<file path="src/rtl/tk_pkg.sv">
package tk_pkg;
    parameter int TK_SEC_W  = 32;
    parameter int TK_TICK_W = 32;
    parameter int TK_DATA_W = 32;
    parameter int TK_ADDR_W = 2;
    parameter int TK_NUM_SRC = 2;

    // flag bit positions
    parameter int TK_FLAG_RISE = 0;
    parameter int TK_FLAG_SRC  = 1;
    parameter int TK_FLAG_W    = 2;

    typedef enum logic [TK_ADDR_W-1:0] {
        TK_A_SECS   = 2'd0,
        TK_A_TICKS  = 2'd1,
        TK_A_FLAGS  = 2'd2,
        TK_A_COMMIT = 2'd3
    } tk_addr_e;

    typedef struct packed {
        logic [TK_SEC_W-1:0]  secs;
        logic [TK_TICK_W-1:0] ticks;
    } tk_time_t;
endpackage

</file>
<file path="src/rtl/tk_pps_front.sv">
module tk_pps_front #(
    parameter int NUM_SRC = tk_pkg::TK_NUM_SRC,
    localparam int SEL_W = (NUM_SRC > 1) ? $clog2(NUM_SRC) : 1
) (
    input  logic               clk,
    input  logic               rst_n,
    input  logic [NUM_SRC-1:0] pps_in,
    input  logic [SEL_W-1:0]   src_sel,
    input  logic               rise_sel,
    output logic               edge_o
);
    logic [NUM_SRC-1:0] rise;
    logic [NUM_SRC-1:0] fall;

    for (genvar g = 0; g < NUM_SRC; g++) begin : g_src
        // [0] first sync stage, [1] second sync stage, [2] previous synced value
        logic [2:0] sh_d, sh_q;

        always_comb begin
            sh_d = {sh_q[1:0], pps_in[g]};
        end

        always_ff @(posedge clk or negedge rst_n) begin
            if (!rst_n) sh_q <= '0;
            else        sh_q <= sh_d;
        end

        assign rise[g] =  sh_q[1] & ~sh_q[2];
        assign fall[g] = ~sh_q[1] &  sh_q[2];
    end

    always_comb begin
        edge_o = rise_sel ? rise[src_sel] : fall[src_sel];
    end
endmodule

</file>
<file path="src/rtl/tk_time_core.sv">
module tk_time_core
    import tk_pkg::*;
#(
    parameter int TICKS_PER_SEC = 100_000_000
) (
    input  logic     clk,
    input  logic     rst_n,
    input  logic     load_en,
    input  tk_time_t load_val,
    output tk_time_t now
);
    localparam logic [TK_TICK_W-1:0] LAST_TICK = TK_TICK_W'(TICKS_PER_SEC - 1);

    tk_time_t time_d, time_q;

    always_comb begin
        time_d = time_q;
        if (load_en) begin
            time_d = load_val;
        end else if (time_q.ticks >= LAST_TICK) begin
            time_d.ticks = '0;
            time_d.secs  = time_q.secs + 1'b1;
        end else begin
            time_d.ticks = time_q.ticks + 1'b1;
        end
    end

    always_ff @(posedge clk or negedge rst_n) begin
        if (!rst_n) time_q <= '0;
        else        time_q <= time_d;
    end

    assign now = time_q;
endmodule

</file>
<file path="src/rtl/tk_readback.sv">
module tk_readback
    import tk_pkg::*;
(
    input  logic                 clk,
    input  logic                 rst_n,
    input  logic                 rd_en,
    input  logic                 rd_sel,
    input  tk_time_t             now,
    output logic [TK_DATA_W-1:0] rd_data
);
    logic [TK_TICK_W-1:0] snap_d, snap_q;

    always_comb begin
        snap_d = snap_q;
        if (rd_en && !rd_sel) snap_d = now.ticks;
    end

    always_ff @(posedge clk or negedge rst_n) begin
        if (!rst_n) snap_q <= '0;
        else        snap_q <= snap_d;
    end

    always_comb begin
        rd_data = rd_sel ? TK_DATA_W'(snap_q) : TK_DATA_W'(now.secs);
    end
endmodule

</file>
<file path="src/rtl/pps_timekeeper.sv">
module pps_timekeeper
    import tk_pkg::*;
#(
    parameter int TICKS_PER_SEC = 100_000_000
) (
    input  logic                  clk,
    input  logic                  rst_n,
    input  logic                  wr_en,
    input  logic [TK_ADDR_W-1:0]  wr_addr,
    input  logic [TK_DATA_W-1:0]  wr_data,
    input  logic                  rd_en,
    input  logic                  rd_sel,
    output logic [TK_DATA_W-1:0]  rd_data,
    input  logic [TK_NUM_SRC-1:0] pps_src,
    output logic                  pps_irq
);
    typedef struct packed {
        tk_time_t               pend;
        logic [TK_FLAG_W-1:0]   flags;
        logic                   armed;
        logic                   irq;
    } ctl_t;

    ctl_t     ctl_d, ctl_q;
    logic     pps_edge;
    logic     load_en;
    logic     imm_wr;
    logic     armed_now;
    tk_time_t load_val;
    tk_time_t time_now;

    tk_pps_front #(.NUM_SRC(TK_NUM_SRC)) i_front (
        .clk      (clk),
        .rst_n    (rst_n),
        .pps_in   (pps_src),
        .src_sel  (ctl_q.flags[TK_FLAG_SRC]),
        .rise_sel (ctl_q.flags[TK_FLAG_RISE]),
        .edge_o   (pps_edge)
    );

    always_comb begin
        ctl_d    = ctl_q;
        load_en  = 1'b0;
        load_val = ctl_q.pend;
        imm_wr   = wr_en && (wr_addr == TK_A_COMMIT);

        ctl_d.irq = pps_edge;
        if (ctl_q.armed && pps_edge) begin
            load_en     = 1'b1;
            ctl_d.armed = 1'b0;
        end

        if (wr_en) begin
            unique case (tk_addr_e'(wr_addr))
                TK_A_SECS:   ctl_d.pend.secs  = wr_data[TK_SEC_W-1:0];
                TK_A_TICKS:  ctl_d.pend.ticks = wr_data[TK_TICK_W-1:0];
                TK_A_FLAGS:  ctl_d.flags      = wr_data[TK_FLAG_W-1:0];
                TK_A_COMMIT: begin
                    if (wr_data[0]) begin
                        load_en     = 1'b1;
                        ctl_d.armed = 1'b0;
                    end else begin
                        ctl_d.armed = 1'b1;
                    end
                end
                default: ;
            endcase
        end
    end

    always_ff @(posedge clk or negedge rst_n) begin
        if (!rst_n) ctl_q <= '0;
        else        ctl_q <= ctl_d;
    end

    tk_time_core #(.TICKS_PER_SEC(TICKS_PER_SEC)) i_core (
        .clk      (clk),
        .rst_n    (rst_n),
        .load_en  (load_en),
        .load_val (load_val),
        .now      (time_now)
    );

    tk_readback i_rb (
        .clk     (clk),
        .rst_n   (rst_n),
        .rd_en   (rd_en),
        .rd_sel  (rd_sel),
        .now     (time_now),
        .rd_data (rd_data)
    );

    assign armed_now = ctl_q.armed;
    assign pps_irq   = ctl_q.irq;
endmodule

</file>
<file path="config.mk">
export PLATFORM = sky130hd
export DESIGN_NAME = pps_timekeeper
export DESIGN_NICKNAME = d
export VERILOG_FILES = /design/src/rtl/tk_pkg.sv /design/src/rtl/tk_pps_front.sv /design/src/rtl/tk_time_core.sv /design/src/rtl/tk_readback.sv /design/src/rtl/pps_timekeeper.sv
export SDC_FILE = /design/constraint.sdc
export NUM_CORES = 1
export LEC_CHECK = 0
export BUFFER_PORTS_ARGS = -buffer_cell sky130_fd_sc_hd__buf_2
export CELL_PAD_IN_SITES_DETAIL_PLACEMENT = 1
export CELL_PAD_IN_SITES_GLOBAL_PLACEMENT = 2
export CORE_MARGIN = 4
export CORE_UTILIZATION = 40
export CTS_CLUSTER_DIAMETER = 100
export DETAILED_ROUTE_END_ITERATION = 7
export PLACE_DENSITY_LB_ADDON = 0.1
export SLEW_MARGIN = 40
export SYNTH_ARGS = -nofsm -noshare
export SYNTH_HDL_FRONTEND = slang
export SYNTH_SLANG_ARGS = --single-unit
</file>
<file path="constraint.sdc">
create_clock -name clk -period 3 [get_ports clk]
set_input_delay 0.6 -clock clk [delete_from_list [all_inputs] [get_ports clk]]
set_output_delay 0.6 -clock clk [all_outputs]
set_load 0.01 [all_outputs]
</file>
==> results.yml, run 1 <==
cts:
  clk_latency_ns: 0.43
  cts.sinks: 170
  cts_tree: "built"
  htreeDepth: 4
  clk_pin_slew_ns: 0.07
  clockRootBuffer: "clkbuf_16"
  cts_buffer_depth: 2
  cts_resized: 0
  numCtsBuffers: 17
timing:
  worst_pin_slew_ns: 0.701
  rsz0062_at_grt: "no"
  hold_viol_final: 0
  finalSetupViolations: 0
  fmax_mhz: 373
  finalCritPeriodShare: 0.894
  clock-skew-final_ns: 0.0112
  period_needed_ns: 2.68
  setup_tns_ns: 0
  maxSlewHeadroom: 0.533
  finalMaxSlewViolations: 0
grt:
  grt_pass1_wl_mm: 33.9
  grt_use_total: 0.196
  grt_pass1_vias: 6058
  grt_antenna_before_repair: 0
  grt_remaining_overflow: 0
  grt_max_degree: 93
logic_synthesis:
  synthCells: 668
  ys_ff_latch: 170
  synth_cell_type_count: 44
  ys_async_sr_fraction: 1.00
  syn_nets: 711
  syn-cell-area_um2: 7870
  ys.flop_type: "dfrtp_1"
  synth-edff-count: 0
  ys_seq_area_frac: 0.540
  ys_warn_count: 0
  syn-mean-instance-area_um2: 11.8
die:
  die_width_um: 148
  fp-row-count: 51
  die_area_um2: 22000
  num_io_pins: 74
  coreArea_um2: 19400
  initial_core_util: 0.406
  die_h_um: 148
critical_path:
  cp.depth: 6
  cp_top_family: "compound AO/OA/AOI/OAI gates"
  reg2regPathDepth: 6
  cp.buffers_inverters: 0
  start_kind: "flop"
  worstPathArrival_ns: 2.98
  max_stage_delay_ns: 0.72
  cp-end-kind: "flop"
  path_class: "flop to flop"
  worstPathMaxFanout: 26
  worst_path_max_delay_cell: "a2111o_4"
  worstPathRequired_ns: 3.30
  cp_cell_sequence: "ha_1, nand4_1, a2111o_4, a2111oi_2, xnor2_1, o21ai_1"
pwr:
  pwr-share-seq: 0.470
  p_switching_w: 0.00251
  p_per_area_nw_per_um2: 823
  ir_worst_vdd_mv: 0.399
  internal_power_w: 0.00512
  combPwrFrac: 0.219
  p_total_w: 0.00763
  power.leakage_nw: 3.88
  clkPwrFrac: 0.311
  switching_share: 0.329
placed_design:
  hpwl_mm: 14.3
  place.port_buffers: 73
  place.gp.congestion: 0.786
cells_and_area:
  nets: 788
  area_growth_pct: 17.7
  final_core_util: 0.478
  drive_gt1_frac: 0.351
  diodes: 0
route:
  drt-total-wl_mm: 20.5
  dr_wl_met3_um: 609
  final_antenna_net_count: 0
  drc: 0
  vias: 5468
  wl_met1_mm: 9.69
  routedWlPerCell_um: 20.0
  viasPerCell: 5.35
  drt_iter0_drc: 242
  drtPass1Iterations: 4
  dr_wl_met2_mm: 9.97
  top_layer: "met4"
status:
  status: "complete, no violations"
min_path:
  hold_depth: 1
  hold_class: "input pin to flop"
run:
  drv_cap: 0
==> cell usage after synthesis, types with 3 or more instances <==
| library cell | count | area (um^2) |
|---|---|---|
| and2_1 | 7 | 43.8 |
| a211oi_1 | 6 | 45.0 |
| and3_1 | 5 | 31.3 |
| dfrtp_1 | 170 | 4250 |
| buf_1 | 6 | 22.5 |
| nor3_1 | 7 | 35.0 |
| a21oi_1 | 13 | 65.1 |
| nand2_1 | 77 | 289 |
| nand3b_1 | 3 | 22.5 |
| nor2_1 | 11 | 41.3 |
| mux2_2 | 128 | 1440 |
| o21ai_0 | 40 | 200 |
| nor4_1 | 3 | 18.8 |
| xor2_1 | 21 | 184 |
| clkbuf_1 | 23 | 86.3 |
| nand4_1 | 18 | 113 |
| inv_1 | 5 | 18.8 |
| a2111oi_2 | 7 | 105 |
| xnor2_1 | 33 | 289 |
| a31oi_1 | 3 | 18.8 |
| and4_1 | 6 | 52.6 |
| o21ai_1 | 24 | 120 |
| nand3_1 | 25 | 125 |
==> metrics by stage <==
stage          worst slack, ns  instance area (um^2)  std cells  hold WS (ns)
2_1_floorplan            0.723                  7870        668         0.304
3_3_place_gp             0.362                  8610        989         0.332
3_5_place_dp             0.353                  8630        990         0.346
4_1_cts                  0.323                  9270       1023         0.249
5_1_grt                  0.140                  9270       1023         0.253
6_report                 0.319                  9270       1023         0.271
==> worst paths after layout <==
path                                                     from                                  to  slack, ns
setup / recovery                      i_core.now[0]$_DFF_PN0_          i_core.now[57]$_DFFE_PN0P_       0.32
hold / removal                                     pps_src[0]  i_front.g_src[0].sh_q[0]$_DFF_PN0_       0.27
setup reg to reg                      i_core.now[0]$_DFF_PN0_          i_core.now[57]$_DFFE_PN0P_       0.32
hold reg to reg            i_front.g_src[1].sh_q[0]$_DFF_PN0_  i_front.g_src[1].sh_q[1]$_DFF_PN0_       0.36
max in group asynchronous                               rst_n          i_rb.snap_q[2]$_DFFE_PN0P_       1.83
min in group asynchronous                               rst_n               ctl_q[20]$_DFFE_PN0P_       0.52
==> cell type report <==
type / count / area (um^2)
clock buffers: 17 / 425
clock inverters: 15 / 203
fillers: 2097 / 10100
inverters: 5 / 18.8
multi-input cells: 461 / 3480
flip-flops and latches: 170 / 4250
well taps: 265 / 332
repair buffers: 90 / 559
==> layout by cell type (no fill, tap or decap), drive strengths merged, types with 5 or more instances in the layout <==
cell,count
a2111oi,8
a211oi,6
a21oi,13
and2,7
and3,5
and4,6
buf,89
clkbuf,17
dfrtp,170
inv,14
mux2,128
nand2,77
nand3,25
nand4,18
nor2,11
nor3,7
o21ai,64
xnor2,33
xor2,21
==> flip-flops by register name (all words and copies together), names as in the netlist <==
name	count
armed_now	1
ctl_q	66
i_core.now	64
i_front.g_src.sh_q	6
i_rb.snap_q	32
pps_irq	1
==> worst reg2reg max path, stage by stage, from the launching register on <==
cell and delay [ns]:
dfrtp_1 0.49, ha_1 0.32, nand4_1 0.31, a2111o_4 0.72
a2111oi_2 0.48, xnor2_1 0.16, o21ai_1 0.07
==> per-layer routing <==
layer | vias up | track usage
li1 | 2543 | -
met1 | 2819 | 0.274
met2 | 91 | 0.324
met3 | 15 | 0.0286
met4 | 0 | 0.0522
met5 | - | 0
==> repair_timing <==
action / 4_1_cts / 5_1_grt
setup buffers: 0 / 0
hold endpoints to repair: 1 / 0
hold buffers: 1 / 0
==> kinds of logic (layout without fill, tap and decap cells) <==
group                      count (synthesis)  count (layout)  synth area share
AOI/OAI and AO/OA                        102             102            0.0839
xor gates and xnor gates                  54              54            0.0601
adders and majority gates                  2               2           0.00318
buffers and inverters                     37             127            0.0189
DFF                                      170             170             0.540
muxes                                    129             129             0.184
and+or+nand+nor                          174             174             0.109
==> power by group through the flow <==
stage / logic, W / clock network (W) / registers, W
6_report: 0.00167 / 0.00237 / 0.00359
3_3_place_gp: 0.00163 / 0 / 0.00360
4_1_cts: 0.00171 / 0.00244 / 0.00359
5_1_grt: 0.00188 / 0.00253 / 0.00369
3_5_place_dp: 0.00170 / 0 / 0.00364
2_1_floorplan: 0.00120 / 0 / 0.00334
Note: power is estimated with default switching activity, not from simulation.
==> run 2: changes to the inputs <==
- CAP_MARGIN: unset -> 20
- SETUP_SLACK_MARGIN: unset -> 0.4
==> results.yml, run 2 (synthesis gave the netlist of run 1 again) <==
placed_design:
  dp.cells: 990
  place.port_buffers: 73
  place.gp.congestion: 0.786
  placed_cell_area_um2: 8630
  place_ws_ns: 0.353
  hpwl_mm: 14.3
cells_and_area:
  fill_cells: 2093
  final_area_um2: 9390
  layout_common_cells: "169 x dfrtp_1, 128 x mux2_2, 77 x nand2_1"
  nets: 798
  diodes: 0
  drive_gt1_frac: 0.366
  layout_commonest_cell: "dfrtp_1"
  top_register: "ctl_q"
  area_growth_pct: 19.3
  largest_register_ffs: 66
  fin_cells: 1033
critical_path:
  worstPathMaxFanout: 7
  path_class: "flop to flop"
  max_stage_delay_ns: 0.59
  worstPathArrival_ns: 2.80
  reg2regPathDepth: 6
  rr_endpoint: "i_core.now[57]$_DFFE_PN0P_"
  r2r_start: "i_core.now[21]$_DFF_PN0_"
  start_kind: "flop"
  worstPathRequired_ns: 3.30
  cp-end-kind: "flop"
  cp_cell_sequence: "nand4_1, or4_4, a2111o_4, a2111oi_2, xnor2_1, o21ai_1"
  cp_top_family: "compound AO/OA/AOI/OAI gates"
  cp.buffers_inverters: 0
  worst_path_max_delay_cell: "or4_4"
  rrSetupSlack_ns: 0.50
route:
  drtPass1Iterations: 4
  final_antenna_net_count: 0
  drt-total-wl_mm: 21.0
  viasPerCell: 5.35
  dr_wl_met3_um: 570
  wl_met1_mm: 9.99
  dr_wl_met2_mm: 10.2
  drt_iter0_drc: 235
  vias: 5528
  top_layer: "met4"
  routedWlPerCell_um: 20.4
  drc: 0
cts:
  clk_latency_ns: 0.43
  htreeDepth: 4
  cts_tree: "built"
  numCtsBuffers: 17
  clk_pin_slew_ns: 0.07
  cts.sinks: 170
  clockRootBuffer: "clkbuf_16"
  cts_buffer_depth: 2
pwr:
  combPwrFrac: 0.222
  ir_worst_vdd_mv: 0.429
  p_per_area_nw_per_um2: 817
  switching_share: 0.331
  p_switching_w: 0.00254
  power.leakage_nw: 3.91
  p_total_w: 0.00767
  clkPwrFrac: 0.309
  internal_power_w: 0.00513
  pwr-share-seq: 0.469
grt:
  grt_max_degree: 93
  grt_remaining_overflow: 0
  grt_antenna_before_repair: 0
  grt_pass1_wl_mm: 34.2
  grt_pass1_vias: 6089
  grt_use_total: 0.198
timing:
  setup_tns_ns: 0
  fmax_mhz: 401
  maxSlewHeadroom: 0.555
  finalCritPeriodShare: 0.832
  finalSetupViolations: 0
  finalMaxSlewViolations: 0
  hold_viol_final: 0
  worst_pin_slew_ns: 0.661
  rsz0062_at_grt: "yes"
  period_needed_ns: 2.50
  setup_slack_ns: 0.505
  clock-skew-final_ns: 0.0101
die:
  coreArea_um2: 19400
  die_h_um: 148
  num_io_pins: 74
  initial_core_util: 0.406
  die_area_um2: 22000
  die_width_um: 148
  fp-row-count: 51
run:
  drv_cap: 0
status:
  status: "complete, no violations"
min_path:
  holdPathEnd: "i_front.g_src[0].sh_q[0]$_DFF_PN0_"
  worstHoldStart: "pps_src[0]"
  hold_class: "input pin to flop"
  hold_depth: 1
## run 2: final cells by class
class | count | area, um^2 | share of cell area
Timing Repair Buffer | 98 | 619 | 0.0659
Clock buffer | 17 | 425 | 0.0453
Clock inverter | 15 | 203 | 0.0216
Multi-Input combinational cell | 463 | 3540 | 0.377
Inverter | 5 | 18.8 | 0.00200
Tap cell | 265 | 332 | 0.0353
Sequential cell | 170 | 4260 | 0.453
## run 2: worst reg2reg max path, delay by kind of cell (launching register included)
kind / cells / cell delay [ns]
AO/OA/AOI/OAI: 3 / 1.00
XOR/XNOR: 1 / 0.16
flip-flops: 1 / 0.43
AND/OR/NAND/NOR: 2 / 0.77
## run 2: worst max path at each step
stage / slack, ns / startpoint / endpoint / depth (start not counted)
after floorplan: 0.72 / i_core.now[21]$_DFF_PN0_ / i_core.now[61]$_DFFE_PN0P_ / 7
after global placement: 0.36 / i_core.now[0]$_DFF_PN0_ / i_core.now[57]$_DFFE_PN0P_ / 6
after detailed placement: 0.35 / i_core.now[0]$_DFF_PN0_ / i_core.now[57]$_DFFE_PN0P_ / 6
after CTS: 0.42 / i_core.now[0]$_DFF_PN0_ / i_core.now[57]$_DFFE_PN0P_ / 6
after global routing: 0.37 / i_core.now[22]$_DFF_PN0_ / i_core.now[57]$_DFFE_PN0P_ / 6
final: 0.50 / i_core.now[21]$_DFF_PN0_ / i_core.now[57]$_DFFE_PN0P_ / 6
## run 2: per-layer routing
metal / GRT usage / up-vias
met5: 0 / -
met4: 0.0522 / 0
met3: 0.0286 / 18
met1: 0.276 / 2857
met2: 0.328 / 80
li1: - / 2573
## run 2: timing repair
item | CTS | global route
setup buffers | 2 | 6
pin swaps | 2 | 4
endpoints found under the setup margin | 8 | 54
gates resized for setup | 0 | 7
hold buffers | 1 | 0
hold endpoints to repair | 1 | 0
gates cloned | 1 | 1
## run 2: metrics by stage
stage	hold slack, ns	util
after global routing	0.253	0.484
after detailed placement	0.346	0.445
after global placement	0.332	0.444
final	0.272	0.484
after CTS	0.249	0.479
after floorplan	0.304	-
## run 2: power by group through the flow
stage                     combinational, W  clock [W]  sequential (W)
final                              0.00170    0.00237         0.00360
after global routing               0.00191    0.00253         0.00369
after CTS                          0.00172    0.00244         0.00359
after detailed placement           0.00170          0         0.00364
after global placement             0.00163          0         0.00360
after floorplan                    0.00120          0         0.00334
==> run 3: changes to the inputs <==
- CORE_UTILIZATION: 40 -> 36
- clock period: 3 -> 2.24 ns (I/O delays scaled with it)
==> results.yml, run 3 (synthesis gave the netlist of run 1 again) <==
cells_and_area:
  layout_commonest_cell: "dfrtp_1"
  area_growth_pct: 40.2
  top_register: "ctl_q"
  final_core_util: 0.518
  nets: 889
  diodes: 0
  layout_common_cells: "169 x dfrtp_1, 123 x mux2_2, 76 x nand2_1"
  largest_register_ffs: 66
  fill_cells: 2169
  drive_gt1_frac: 0.511
  fin_cells: 1134
grt:
  grt_pass1_wl_mm: 38.6
  grtUsageMet2: 0.347
  grtUsageMet1: 0.272
  grtUsageMet3: 0.0283
  grt_remaining_overflow: 0
  grt_antenna_before_repair: 0
  grt_max_degree: 64
  grt_use_total: 0.204
  grt_pass1_vias: 6713
  busiest_layer: "met2"
route:
  viasPerCell: 5.28
  vias: 5988
  drc: 0
  drt-total-wl_mm: 24.8
  final_antenna_net_count: 0
  drt_iter0_drc: 266
  drtPass1Iterations: 4
  routedWlPerCell_um: 21.9
die:
  coreArea_um2: 21300
  die_h_um: 156
  die_area_um2: 24300
  fp-row-count: 53
  initial_core_util: 0.370
  num_io_pins: 74
  die_width_um: 156
timing:
  setup_slack_ns: -0.258
  fmax_mhz: 400
  rsz0062_at_grt: "yes"
  setup_tns_ns: -6.42
  worst_pin_slew_ns: 0.678
  hold_viol_final: 0
  finalSetupViolations: 59
  holdWs_ns: 0.111
  clock-skew-final_ns: 0.0116
  maxSlewHeadroom: 0.548
  finalMaxSlewViolations: 0
  finalCritPeriodShare: 1.12
  period_needed_ns: 2.50
run:
  drv_cap: 0
pwr:
  p_per_area_nw_per_um2: 1050
  power.leakage_nw: 4.63
  ir_worst_vdd_mv: 0.551
cts:
  numCtsBuffers: 17
  clockRootBuffer: "clkbuf_16"
  cts.sinks: 170
  cts_buffer_depth: 2
  cts_tree: "built"
  htreeDepth: 4
  clk_pin_slew_ns: 0.07
  clk_latency_ns: 0.44
placed_design:
  hpwl_mm: 15.5
  dp.cells: 1055
  place.gp.congestion: 0.798
  place.port_buffers: 73
critical_path:
  cp.depth: 7
  cp.buffers_inverters: 1
  reg2regPathDepth: 7
  path_class: "flop to flop"
  cp-end-kind: "flop"
  start_kind: "flop"
  cp_cell_sequence: "nand2b_4, or4_4, buf_6, o211a_2, a2111oi_4, xnor2_1, o21ai_1"
  worstPathArrival_ns: 2.82
  max_stage_delay_ns: 0.51
  worst_path_max_delay_cell: "or4_4"
  worstPathRequired_ns: 2.56
  worstPathMaxFanout: 11
  cp_top_family: "compound AO/OA/AOI/OAI gates"
min_path:
  hold_class: "input pin to flop"
  hold_depth: 1
status:
  status: "finished, violations left"
  violations: "negative setup slack"
==> run 3: cell types whose count changed in the layout (fill, tap and decap cells not counted), moves of 9 or more <==
cell / before / now
buf_4: 20 / 67
o21ai_0: 40 / 2
buf_6: 1 / 31
o21ai_2: 0 / 28
buf_12: 3 / 17
a21oi_1: 13 / 2
a21oi_4: 0 / 10
xnor2_1: 33 / 24
xnor2_2: 0 / 9
==> run 3: layout make-up <==
| class | instances | area (um^2) | share of cell area |
|---|---|---|---|
| clock buffers | 18 | 439 | 0.0398 |
| clock inverters | 14 | 150 | 0.0136 |
| inverters | 5 | 18.8 | 0.00170 |
| multi-input cells | 462 | 4090 | 0.371 |
| flip-flops and latches | 170 | 4260 | 0.386 |
| well taps | 275 | 344 | 0.0312 |
| repair buffers | 190 | 1740 | 0.157 |
==> run 3: power by group <==
group / switching (W) / internal (W) / total [W]
logic: 0.00187 / 0.00209 / 0.00395
registers: 0.000732 / 0.00390 / 0.00463
clock network: 0.00139 / 0.00161 / 0.00300
total: 0.00399 / 0.00760 / 0.0116
==> run 3: final timing paths <==
kind | from | to | slack [ns]
hold reg to reg | i_front.g_src[0].sh_q[0]$_DFF_PN0_ | i_front.g_src[0].sh_q[1]$_DFF_PN0_ | 0.35
min in group asynchronous | rst_n | i_core.now[15]$_DFF_PN0_ | 0.53
setup / recovery | i_core.now[27]$_DFF_PN0_ | i_core.now[57]$_DFFE_PN0P_ | -0.26
setup reg to reg | i_core.now[27]$_DFF_PN0_ | i_core.now[57]$_DFFE_PN0P_ | -0.26
hold / removal | pps_src[1] | i_front.g_src[1].sh_q[0]$_DFF_PN0_ | 0.11
max in group asynchronous | rst_n | ctl_q[35]$_DFFE_PN0P_ | 0.98
==> run 3: metal layers <==
layer | wire length (um) | up-vias | part of all wire
li1 | - | 2752 | -
met1 | 11100 | 3097 | 0.45
met2 | 12300 | 102 | 0.50
met3 | 770 | 37 | 0.031
met4 | 532 | 0 | 0.021
met5 | 0 | - | 0
==> run 3: metrics by stage <==
step,setup slack [ns],area [um^2],total power [W]
4_1_cts,-0.147,10400,0.0111
5_1_grt,-0.333,11000,0.0122
3_5_place_dp,-0.188,9110,0.00755
2_1_floorplan,-0.0287,7890,0.00609
6_report,-0.258,11000,0.0116
3_3_place_gp,-0.124,9110,0.00743
==> run 3: what timing repair did <==
| item | CTS | global route |
|---|---|---|
| cloned | 6 | 2 |
| hold buffers | 1 | 0 |
| gates resized for setup | 98 | 98 |
| buffers inserted | 15 | 23 |
| hold endpoints to repair | 45 | 0 |
| endpoints found under the setup margin | 71 | 73 |
| pin swaps | 29 | 67 |
